==> src/rtl/wake_flag_pkg.sv <==
// Shared constants for the wake source flag register.
// Assumes the pin order and flag positions listed below are fixed by the
// register's software view.
package wake_flag_pkg;

    // Synchronized pin indices
    localparam int PIN_PB    = 0;
    localparam int PIN_RX    = 1;
    localparam int PIN_GRISE = 2;
    localparam int PIN_GLVL  = 3;
    localparam int PIN_GOPT  = 4;
    localparam int PIN_ORX   = 5;
    localparam int NUM_PINS  = 6;

    // Flag groups: wake flags occupy the low bits, cause flags follow
    localparam int NUM_WAKE  = 6;
    localparam int NUM_CAUSE = 6;
    localparam int NUM_FLAGS = NUM_WAKE + NUM_CAUSE;

    // Cause indices within the cause group
    localparam int CAUSE_PIN  = 0;
    localparam int CAUSE_SW   = 1;
    localparam int CAUSE_DBG  = 2;
    localparam int CAUSE_WDOG = 3;
    localparam int CAUSE_COLD = 4;
    localparam int CAUSE_BAD  = 5;

    typedef enum logic [1:0] {
        DET_LEVEL = 2'd0,
        DET_RISE  = 2'd1,
        DET_BOTH  = 2'd2
    } det_kind_e;

    // Detection type per synchronized pin
    function automatic det_kind_e pin_kind(input int idx);
        case (idx)
            PIN_RX, PIN_ORX: return DET_BOTH;
            PIN_GRISE:       return DET_RISE;
            default:         return DET_LEVEL;
        endcase
    endfunction

    // Which cause set events clear cause flag c
    function automatic logic [NUM_CAUSE-1:0] cause_clear_mask(input int c);
        logic [NUM_CAUSE-1:0] m;
        m = '0;
        case (c)
            CAUSE_PIN: begin
                m[CAUSE_COLD] = 1'b1; m[CAUSE_SW] = 1'b1;
                m[CAUSE_WDOG] = 1'b1; m[CAUSE_BAD] = 1'b1;
            end
            CAUSE_SW: begin
                m[CAUSE_COLD] = 1'b1; m[CAUSE_WDOG] = 1'b1;
                m[CAUSE_BAD]  = 1'b1; m[CAUSE_PIN]  = 1'b1;
            end
            CAUSE_DBG: begin
                m[CAUSE_COLD] = 1'b1; m[CAUSE_PIN] = 1'b1;
                m[CAUSE_WDOG] = 1'b1; m[CAUSE_SW]  = 1'b1;
            end
            CAUSE_WDOG: begin
                m[CAUSE_COLD] = 1'b1; m[CAUSE_SW]  = 1'b1;
                m[CAUSE_BAD]  = 1'b1; m[CAUSE_PIN] = 1'b1;
            end
            CAUSE_COLD: begin
                m[CAUSE_SW]  = 1'b1; m[CAUSE_WDOG] = 1'b1;
                m[CAUSE_BAD] = 1'b1; m[CAUSE_PIN]  = 1'b1;
            end
            default: m = '0;
        endcase
        return m;
    endfunction

endpackage

==> src/rtl/wake_pin_sync.sv <==
// Multi-stage synchronizer for asynchronous wake pins, with one extra
// register holding the previous synchronized value for edge compares.
// Assumes STAGES >= 2 and pins slower than the clock.
module wake_pin_sync #(
    parameter int WIDTH  = 6,
    parameter int STAGES = 2
) (
    input  logic             clk,
    input  logic             rst_n,
    input  logic [WIDTH-1:0] pins,
    output logic [WIDTH-1:0] cur,
    output logic [WIDTH-1:0] prev
);

    logic [WIDTH-1:0] chain_q [STAGES];
    logic [WIDTH-1:0] prev_q;

    // Shift pins through the synchronizer chain and keep one older sample
    always_ff @(posedge clk) begin
        if (!rst_n) begin
            for (int i = 0; i < STAGES; i++) chain_q[i] <= '0;
            prev_q <= '0;
        end else begin
            chain_q[0] <= pins;
            for (int i = 1; i < STAGES; i++) chain_q[i] <= chain_q[i-1];
            prev_q <= chain_q[STAGES-1];
        end
    end

    assign cur  = chain_q[STAGES-1];
    assign prev = prev_q;

endmodule

==> src/rtl/wake_edge_detect.sv <==
// Per-pin event detector. KIND picks level, rising-edge or any-edge
// detection on a synchronized value and its one-cycle-older copy.
// Assumes both inputs come from the same synchronizer.
module wake_edge_detect
    import wake_flag_pkg::*;
#(
    parameter det_kind_e KIND = DET_LEVEL
) (
    input  logic cur,
    input  logic prev,
    output logic hit
);

    // Select the detection rule fixed by KIND
    always_comb begin
        case (KIND)
            DET_RISE: hit = cur & ~prev;
            DET_BOTH: hit = cur ^ prev;
            default:  hit = cur;
        endcase
    end

endmodule

==> src/rtl/wake_flag_bank.sv <==
// Sticky flag storage. Wake flags set on their events; cause flags set on
// their strobes and are cleared by the cause matrix. A falling wake_int
// clears everything and outranks every set; a set outranks a matrix clear.
// Assumes wake_int is synchronous to clk.
module wake_flag_bank
    import wake_flag_pkg::*;
(
    input  logic                 clk,
    input  logic                 rst_n,
    input  logic                 wake_int,
    input  logic [NUM_WAKE-1:0]  wake_set,
    input  logic [NUM_CAUSE-1:0] cause_set,
    output logic [NUM_FLAGS-1:0] flags
);

    logic                 wake_q;
    logic                 wake_fall;
    logic [NUM_WAKE-1:0]  wake_flag_q;
    logic [NUM_CAUSE-1:0] cause_flag_q;

    // Remember last wake_int to find its high-to-low transition
    always_ff @(posedge clk) begin
        if (!rst_n) wake_q <= 1'b0;
        else        wake_q <= wake_int;
    end

    assign wake_fall = wake_q & ~wake_int;

    // Wake flags: set on event, cleared only by the wake fall
    always_ff @(posedge clk) begin
        if (!rst_n || wake_fall) wake_flag_q <= '0;
        else                     wake_flag_q <= wake_flag_q | wake_set;
    end

    // Cause flags: one register per cause with its own clear mask
    for (genvar g = 0; g < NUM_CAUSE; g++) begin : g_cause
        localparam logic [NUM_CAUSE-1:0] MASK = cause_clear_mask(g);
        logic matrix_clr;

        assign matrix_clr = |(cause_set & MASK);

        // Priority: reset, wake fall, own set, matrix clear, hold
        always_ff @(posedge clk) begin
            if (!rst_n || wake_fall) cause_flag_q[g] <= 1'b0;
            else if (cause_set[g])   cause_flag_q[g] <= 1'b1;
            else if (matrix_clr)     cause_flag_q[g] <= 1'b0;
        end
    end

    assign flags = {cause_flag_q, wake_flag_q};

endmodule

==> src/rtl/wake_flag_reg.sv <==
// Wake source flag register top. Synchronizes the wake pins, detects
// events per pin, steers the optional source, gates the debug reset with
// its enable and stores everything in the sticky flag bank.
// Assumes reset-cause strobes, tmr_expire and wake_int are synchronous,
// and opt_level_sel changes only while its sources are idle.
module wake_flag_reg
    import wake_flag_pkg::*;
#(
    parameter int SYNC_STAGES = 2
) (
    input  logic                 clk,
    input  logic                 rst_n,
    input  logic                 wake_int,
    input  logic                 tmr_expire,
    input  logic                 pb_pin,
    input  logic                 rx_pin,
    input  logic                 gpio_rise_pin,
    input  logic                 gpio_lvl_pin,
    input  logic                 gpio_opt_pin,
    input  logic                 opt_rx_pin,
    input  logic                 opt_level_sel,
    input  logic                 rst_pin_evt,
    input  logic                 sw_rst_evt,
    input  logic                 dbg_rst_evt,
    input  logic                 dbg_en,
    input  logic                 wdog_ovf_evt,
    input  logic                 cold_start_evt,
    input  logic                 bad_supply_evt,
    output logic [NUM_FLAGS-1:0] flags
);

    logic [NUM_PINS-1:0]  raw_pins;
    logic [NUM_PINS-1:0]  sync_cur;
    logic [NUM_PINS-1:0]  sync_prev;
    logic [NUM_PINS-1:0]  pin_hit;
    logic [NUM_WAKE-1:0]  wake_set;
    logic [NUM_CAUSE-1:0] cause_set;

    // Gather pins in package index order
    always_comb begin
        raw_pins            = '0;
        raw_pins[PIN_PB]    = pb_pin;
        raw_pins[PIN_RX]    = rx_pin;
        raw_pins[PIN_GRISE] = gpio_rise_pin;
        raw_pins[PIN_GLVL]  = gpio_lvl_pin;
        raw_pins[PIN_GOPT]  = gpio_opt_pin;
        raw_pins[PIN_ORX]   = opt_rx_pin;
    end

    wake_pin_sync #(
        .WIDTH  (NUM_PINS),
        .STAGES (SYNC_STAGES)
    ) sync_i (
        .clk   (clk),
        .rst_n (rst_n),
        .pins  (raw_pins),
        .cur   (sync_cur),
        .prev  (sync_prev)
    );

    for (genvar p = 0; p < NUM_PINS; p++) begin : g_det
        wake_edge_detect #(
            .KIND (pin_kind(p))
        ) det_i (
            .cur  (sync_cur[p]),
            .prev (sync_prev[p]),
            .hit  (pin_hit[p])
        );
    end

    // Map detected events onto wake flag positions
    always_comb begin
        wake_set    = '0;
        wake_set[0] = tmr_expire;
        wake_set[1] = pin_hit[PIN_PB];
        wake_set[2] = pin_hit[PIN_RX];
        wake_set[3] = pin_hit[PIN_GRISE];
        wake_set[4] = pin_hit[PIN_GLVL];
        wake_set[5] = opt_level_sel ? pin_hit[PIN_GOPT] : pin_hit[PIN_ORX];
    end

    // Map reset-cause strobes onto cause indices
    always_comb begin
        cause_set             = '0;
        cause_set[CAUSE_PIN]  = rst_pin_evt;
        cause_set[CAUSE_SW]   = sw_rst_evt;
        cause_set[CAUSE_DBG]  = dbg_rst_evt & dbg_en;
        cause_set[CAUSE_WDOG] = wdog_ovf_evt;
        cause_set[CAUSE_COLD] = cold_start_evt;
        cause_set[CAUSE_BAD]  = bad_supply_evt;
    end

    wake_flag_bank bank_i (
        .clk       (clk),
        .rst_n     (rst_n),
        .wake_int  (wake_int),
        .wake_set  (wake_set),
        .cause_set (cause_set),
        .flags     (flags)
    );

endmodule

==> config.mk <==
export PLATFORM = sky130hd
export DESIGN_NAME = wake_flag_reg
export DESIGN_NICKNAME = d
export VERILOG_FILES = /design/src/rtl/wake_flag_pkg.sv /design/src/rtl/wake_pin_sync.sv /design/src/rtl/wake_edge_detect.sv /design/src/rtl/wake_flag_bank.sv /design/src/rtl/wake_flag_reg.sv
export SDC_FILE = /design/constraint.sdc
export NUM_CORES = 1
export LEC_CHECK = 0
export ABC_AREA = 1
export CAP_MARGIN = 25
export CORE_MARGIN = 3
export CORE_UTILIZATION = 50
export CTS_BUF_LIST = sky130_fd_sc_hd__clkbuf_4 sky130_fd_sc_hd__clkbuf_8 sky130_fd_sc_hd__clkbuf_16
export DETAILED_ROUTE_END_ITERATION = 8
export PLACE_DENSITY = 0.82
export SYNTH_ARGS = -nofsm -noshare
export SYNTH_HDL_FRONTEND = slang
export SYNTH_HIERARCHICAL = 1
export SYNTH_SLANG_ARGS = --single-unit
export TNS_END_PERCENT = 1
==> constraint.sdc <==
create_clock -name clk -period 3.4 [get_ports clk]
set_clock_uncertainty 0.2 [all_clocks]
set_input_delay 0.68 -clock clk [delete_from_list [all_inputs] [get_ports clk]]
set_output_delay 0.68 -clock clk [all_outputs]
set_load 0.01 [all_outputs]
==> impl_metrics.py, run 1 <==
metrics = {
    "run_status": {
        "status": "complete, no violations",
    },
    "floorplan": {
        "initial_core_util_pct": 53.5,
        "ios": 30,
        "rows": 16,
        "fp.dieW_um": 52.0,
        "core_um2": 1980,
        "fp.dieH_um": 52.0,
        "dieArea_um2": 2710,
    },
    "cts": {
        "postCtsSetupBuffers": 0,
        "cts_buffers": 3,
        "cts_root_buf": "clkbuf_4",
        "postCtsHoldBufs": 0,
        "htree_levels": 1,
        "cts.path.max_buffers": 2,
        "cts_tree": "done",
        "clkSinkCount": 28,
        "clock_latency_ns": 0.32,
        "path_clk_slew_ns": 0.14,
        "cts_resized": 0,
    },
    "worst_setup_path": {
        "endpoint_kind": "output pin",
        "critPathLaunchType": "flip-flop",
        "path_cells": "clkdlybuf4s50_1",
        "critPathKind": "flip-flop to output pin",
        "reg2reg_depth": 5,
        "critPathSlowestCell": "clkdlybuf4s50_1",
        "cp.required_ns": 2.52,
        "worst-path-stages": 1,
        "critPathMaxStageDelay_ns": 0.54,
        "crit_family": "buffers and inverters",
        "crit_arrival_ns": 1.23,
        "cp_max_fo": 2,
        "path_buf_inv": 1,
    },
    "sta": {
        "drv_slew": 0,
        "tns_ns": 0,
        "setup-violations-final": 0,
        "clock.fmax_mhz": 475,
        "hold_viol": 0,
        "fin_crit_sh_pct": 62.0,
        "slew_headroom_pct": 60.4,
        "fin_crit_ns": 2.11,
        "rsz0062_at_grt": "no",
        "worst_pin_slew_ns": 0.592,
        "holdWs_ns": 0.224,
        "setup_ws_ns": 1.29,
    },
    "routing": {
        "via_count": 774,
        "drt_iter0_markers": 6,
        "drt_pre_antenna_iters": 4,
        "avgViaCountPerCell": 4.21,
        "wl_per_cell_um": 9.28,
        "remaining_drc_errors": 0,
        "postRouteAntennaNets": 0,
        "finalWirelength_mm": 1.71,
    },
    "global_route": {
        "grt_pass1_wl_mm": 2.76,
        "antenna_found_initial": 0,
        "grt_max_degree": 18,
        "grt_pass1_vias": 693,
        "track_usage_pct": 14.1,
        "overflow": 0,
    },
    "finish": {
        "final_util_pct": 66.7,
        "antenna_cells": 0,
        "finalNetCount": 176,
        "drive_above_1_share_pct": 5.73,
        "area_growth_pct": 24.7,
    },
    "pwr": {
        "power.leakage_nw": 0.683,
        "powerDensity_nw_per_um2": 439,
        "ir_drop_mv": 0.377,
        "power_mw": 0.580,
    },
    "logic_synthesis": {
        "avgSynthCellArea_um2": 7.85,
        "synth_warnings": 6,
        "synth_fp_nets": 153,
        "syn-cell-area_um2": 1060,
        "syn_inst": 135,
    },
    "place": {
        "dpl.hpwl_mm": 1.38,
        "place_congestion": 0.686,
        "port-buffer-count": 29,
        "place_ws_ns": 1.16,
    },
    "job": {
        "maxCapViolCount": 0,
    },
    "worst_hold_path": {
        "whs_path_depth": 2,
        "hp-class": "flip-flop to flip-flop",
    },
}
==> cell usage in the layout (no fill, tap or decap) <==
cell type,instances
nor2_2,2
nand2_1,33
dfxtp_1,28
inv_4,1
nor2_1,19
clkbuf_4,3
nand3_1,1
nand2_2,1
o21ai_4,1
clkdlybuf4s50_1,29
clkbuf_8,1
a21oi_1,1
o21bai_1,4
inv_1,33
==> worst reg2reg max path: stages, from the launching register on <==
cell     delay (ns)
dfxtp_1        0.34
inv_1          0.06
o21ai_4        0.27
inv_4          0.06
nand2_1        0.08
inv_1          0.04
==> flip-flops by register name (all words and copies together), names as in the netlist <==
register	cells
bank_i/flags	6
sync_i/chain_q	12
sync_i/prev	3
bank_i/wake_flag_q	6
bank_i/wake_q	1
==> final cells by class <==
cell class	instances	area, um2
Tap cell	27	33.8
Fill cell	163	661
Inverter	34	130
Sequential cell	28	561
Multi-Input combinational cell	62	270
Timing Repair Buffer	29	290
Clock buffer	4	36.3
==> routing by layer <==
layer / vias up / wire [um] / track usage [%]
li1: 415 / - / -
met1: 342 / 676 / 14.0
met2: 12 / 923 / 26.4
met3: 5 / 64 / 2.58
met4: 0 / 42 / 9.17
met5: - / 0 / 0
==> where the power goes <==
part | internal [mW] | leakage, nW | switching [mW] | total (mW)
clock | 0.0656 | 0.0210 | 0.0889 | 0.154
combinational | 0.0424 | 0.431 | 0.0320 | 0.0744
sequential | 0.345 | 0.231 | 0.00687 | 0.352
==> per-stage QoR <==
stage               cell area [um2]  instances
finish                         1320        184
detailed placement             1280        180
global placement               1280        180
floorplan                      1060        135
global route                   1320        184
CTS                            1320        184
==> final timing paths <==
path	from	to	slack (ns)
setup / recovery	bank_i/wake_flag_q[1]	flags[1]	1.29
hold / removal	sync_i/chain_q[0][2]	sync_i/chain_q[0][8]	0.22
setup reg to reg	bank_i/wake_q	bank_i/flags[6]	2.28
hold reg to reg	sync_i/chain_q[0][2]	sync_i/chain_q[0][8]	0.22
No activity file was read; power rests on OpenSTA's default activity.
==> run 2, diff against run 1 <==
Settings changed: CORE_UTILIZATION 50 to 47, PLACE_DENSITY 0.82 to 0.78.
Clock period 3.4 ns to 2.15 ns, I/O delays scaled along.
==> run 2 against run 1 <==
Effect of this change: sequential share of layout area up 0.20 points; critical path depth unchanged; cell count unchanged; highest routed layer unchanged; via count up 0.52%.
==> impl_metrics.py, run 2 (synthesis results as in run 1) <==
metrics = {
    "sta": {
        "hold_viol": 0,
        "tns_ns": 0,
        "worst_pin_slew_ns": 0.320,
        "fin_crit_sh_pct": 87.4,
        "drv_slew": 0,
        "rsz0062_at_grt": "no",
        "slew_headroom_pct": 78.6,
        "clock.fmax_mhz": 532,
        "holdWs_ns": 0.228,
        "setup-violations-final": 0,
        "setup_ws_ns": 0.271,
        "fin_crit_ns": 1.88,
    },
    "routing": {
        "via_count": 778,
        "postRouteAntennaNets": 0,
        "drt_iter0_markers": 10,
        "remaining_drc_errors": 0,
        "wl_per_cell_um": 9.44,
        "drt_pre_antenna_iters": 3,
        "finalWirelength_mm": 1.74,
        "avgViaCountPerCell": 4.23,
    },
    "run_status": {
        "status": "complete, no violations",
    },
    "floorplan": {
        "dieArea_um2": 2860,
        "rows": 16,
        "core_um2": 2040,
        "ios": 30,
        "fp.dieH_um": 53.5,
        "fp.dieW_um": 53.5,
        "initial_core_util_pct": 51.9,
    },
    "worst_setup_path": {
        "worst-path-stages": 1,
        "critPathLaunchType": "flip-flop",
        "path_cells": "clkdlybuf4s50_1",
        "crit_start": "bank_i/flags[6]",
        "critPathKind": "flip-flop to output pin",
        "critPathMaxStageDelay_ns": 0.57,
        "crit_family": "buffers and inverters",
        "path_buf_inv": 1,
        "r2r_slack_ns": 1.02,
        "endpoint_kind": "output pin",
        "critPathSlowestCell": "clkdlybuf4s50_1",
        "cp.required_ns": 1.52,
        "endpoint": "flags[6]",
        "cp_max_fo": 2,
        "rr_startpoint": "bank_i/wake_q",
        "reg2reg_depth": 5,
        "crit_arrival_ns": 1.25,
        "rr_endpoint": "bank_i/flags[9]",
    },
    "place": {
        "dp_cells": 181,
        "place_ws_ns": 0.418,
        "place_congestion": 0.708,
        "placed_cell_area_um2": 1290,
        "port-buffer-count": 29,
        "dpl.hpwl_mm": 1.41,
    },
    "pwr": {
        "power_mw": 0.877,
        "power.leakage_nw": 0.681,
        "powerDensity_nw_per_um2": 667,
        "ir_drop_mv": 0.570,
    },
    "cts": {
        "path_clk_slew_ns": 0.13,
        "cts.path.max_buffers": 2,
        "htree_levels": 1,
        "postCtsSetupBuffers": 0,
        "clock_latency_ns": 0.31,
        "cts_buffers": 3,
        "cts_tree": "done",
        "postCtsHoldBufs": 0,
        "cts_root_buf": "clkbuf_4",
        "clkSinkCount": 28,
        "cts_resized": 0,
    },
    "global_route": {
        "grt_pass1_wl_mm": 2.73,
        "grt_max_degree": 15,
        "overflow": 0,
        "antenna_found_initial": 0,
        "track_usage_pct": 13.4,
        "grt_pass1_vias": 734,
    },
    "job": {
        "maxCapViolCount": 0,
    },
    "worst_hold_path": {
        "hp-class": "flip-flop to flip-flop",
    },
    "finish": {
        "fin_cells": 184,
        "finalNetCount": 177,
        "final_util_pct": 64.4,
        "largest_reg_flops": 12,
        "final_cell_mix": "33 x inv_1, 33 x nand2_1, 29 x clkdlybuf4s50_1, 28 x dfxtp_1, 19 x nor2_1",
        "fill_cells": 195,
        "post-route-cell-area_um2": 1320,
        "antenna_cells": 0,
        "drive_above_1_share_pct": 5.73,
        "area_growth_pct": 24.1,
        "largest_register": "sync_i/chain_q",
    },
}
==> run 2: worst reg2reg max path, cell delays in order, from the launching register on <==
cell and delay, ns:
dfxtp_1 0.34, inv_1 0.06, o21ai_4 0.28, inv_4 0.06, nand2_1 0.07, inv_1 0.04
==> run 2: how the worst min path moves through the flow <==
stage | endpoint | slack (ns) | startpoint | cells after the start
detailed placement | sync_i/chain_q[0][7] | 0.20 | sync_i/chain_q[0][1] | 2
global route | sync_i/chain_q[0][7] | 0.23 | sync_i/chain_q[0][1] | 2
finish | sync_i/chain_q[0][7] | 0.23 | sync_i/chain_q[0][1] | 2
CTS | sync_i/chain_q[0][7] | 0.23 | sync_i/chain_q[0][1] | 2
global placement | sync_i/chain_q[0][11] | 0.20 | sync_i/chain_q[0][5] | 2
floorplan | sync_i/chain_q[0][10] | 0.19 | sync_i/chain_q[0][4] | 2
==> run 2: layout make-up <==
| cell class | instances | area [um2] | area share, % |
|---|---|---|---|
| inverter | 34 | 130 | 9.90 |
| sequential | 28 | 561 | 42.6 |
| clock buffer | 3 | 22.5 | 1.71 |
| tap | 27 | 33.8 | 2.57 |
| multi-input combinational | 62 | 270 | 20.6 |
| timing repair buffer | 30 | 298 | 22.6 |
==> run 2: where the power goes <==
group | leakage, nW | internal, mW | switching, mW
Combinational | 0.436 | 0.0681 | 0.0511
Sequential | 0.231 | 0.545 | 0.0115
Clock | 0.0138 | 0.0655 | 0.136
Total | 0.681 | 0.679 | 0.198
==> run 2: layer usage <==
layer  share of wire [%]  global-route usage [%]
met5                   0                       0
met4                0.52                    6.38
met3                 3.9                    2.82
met2                  56                    26.7
met1                  40                    12.3
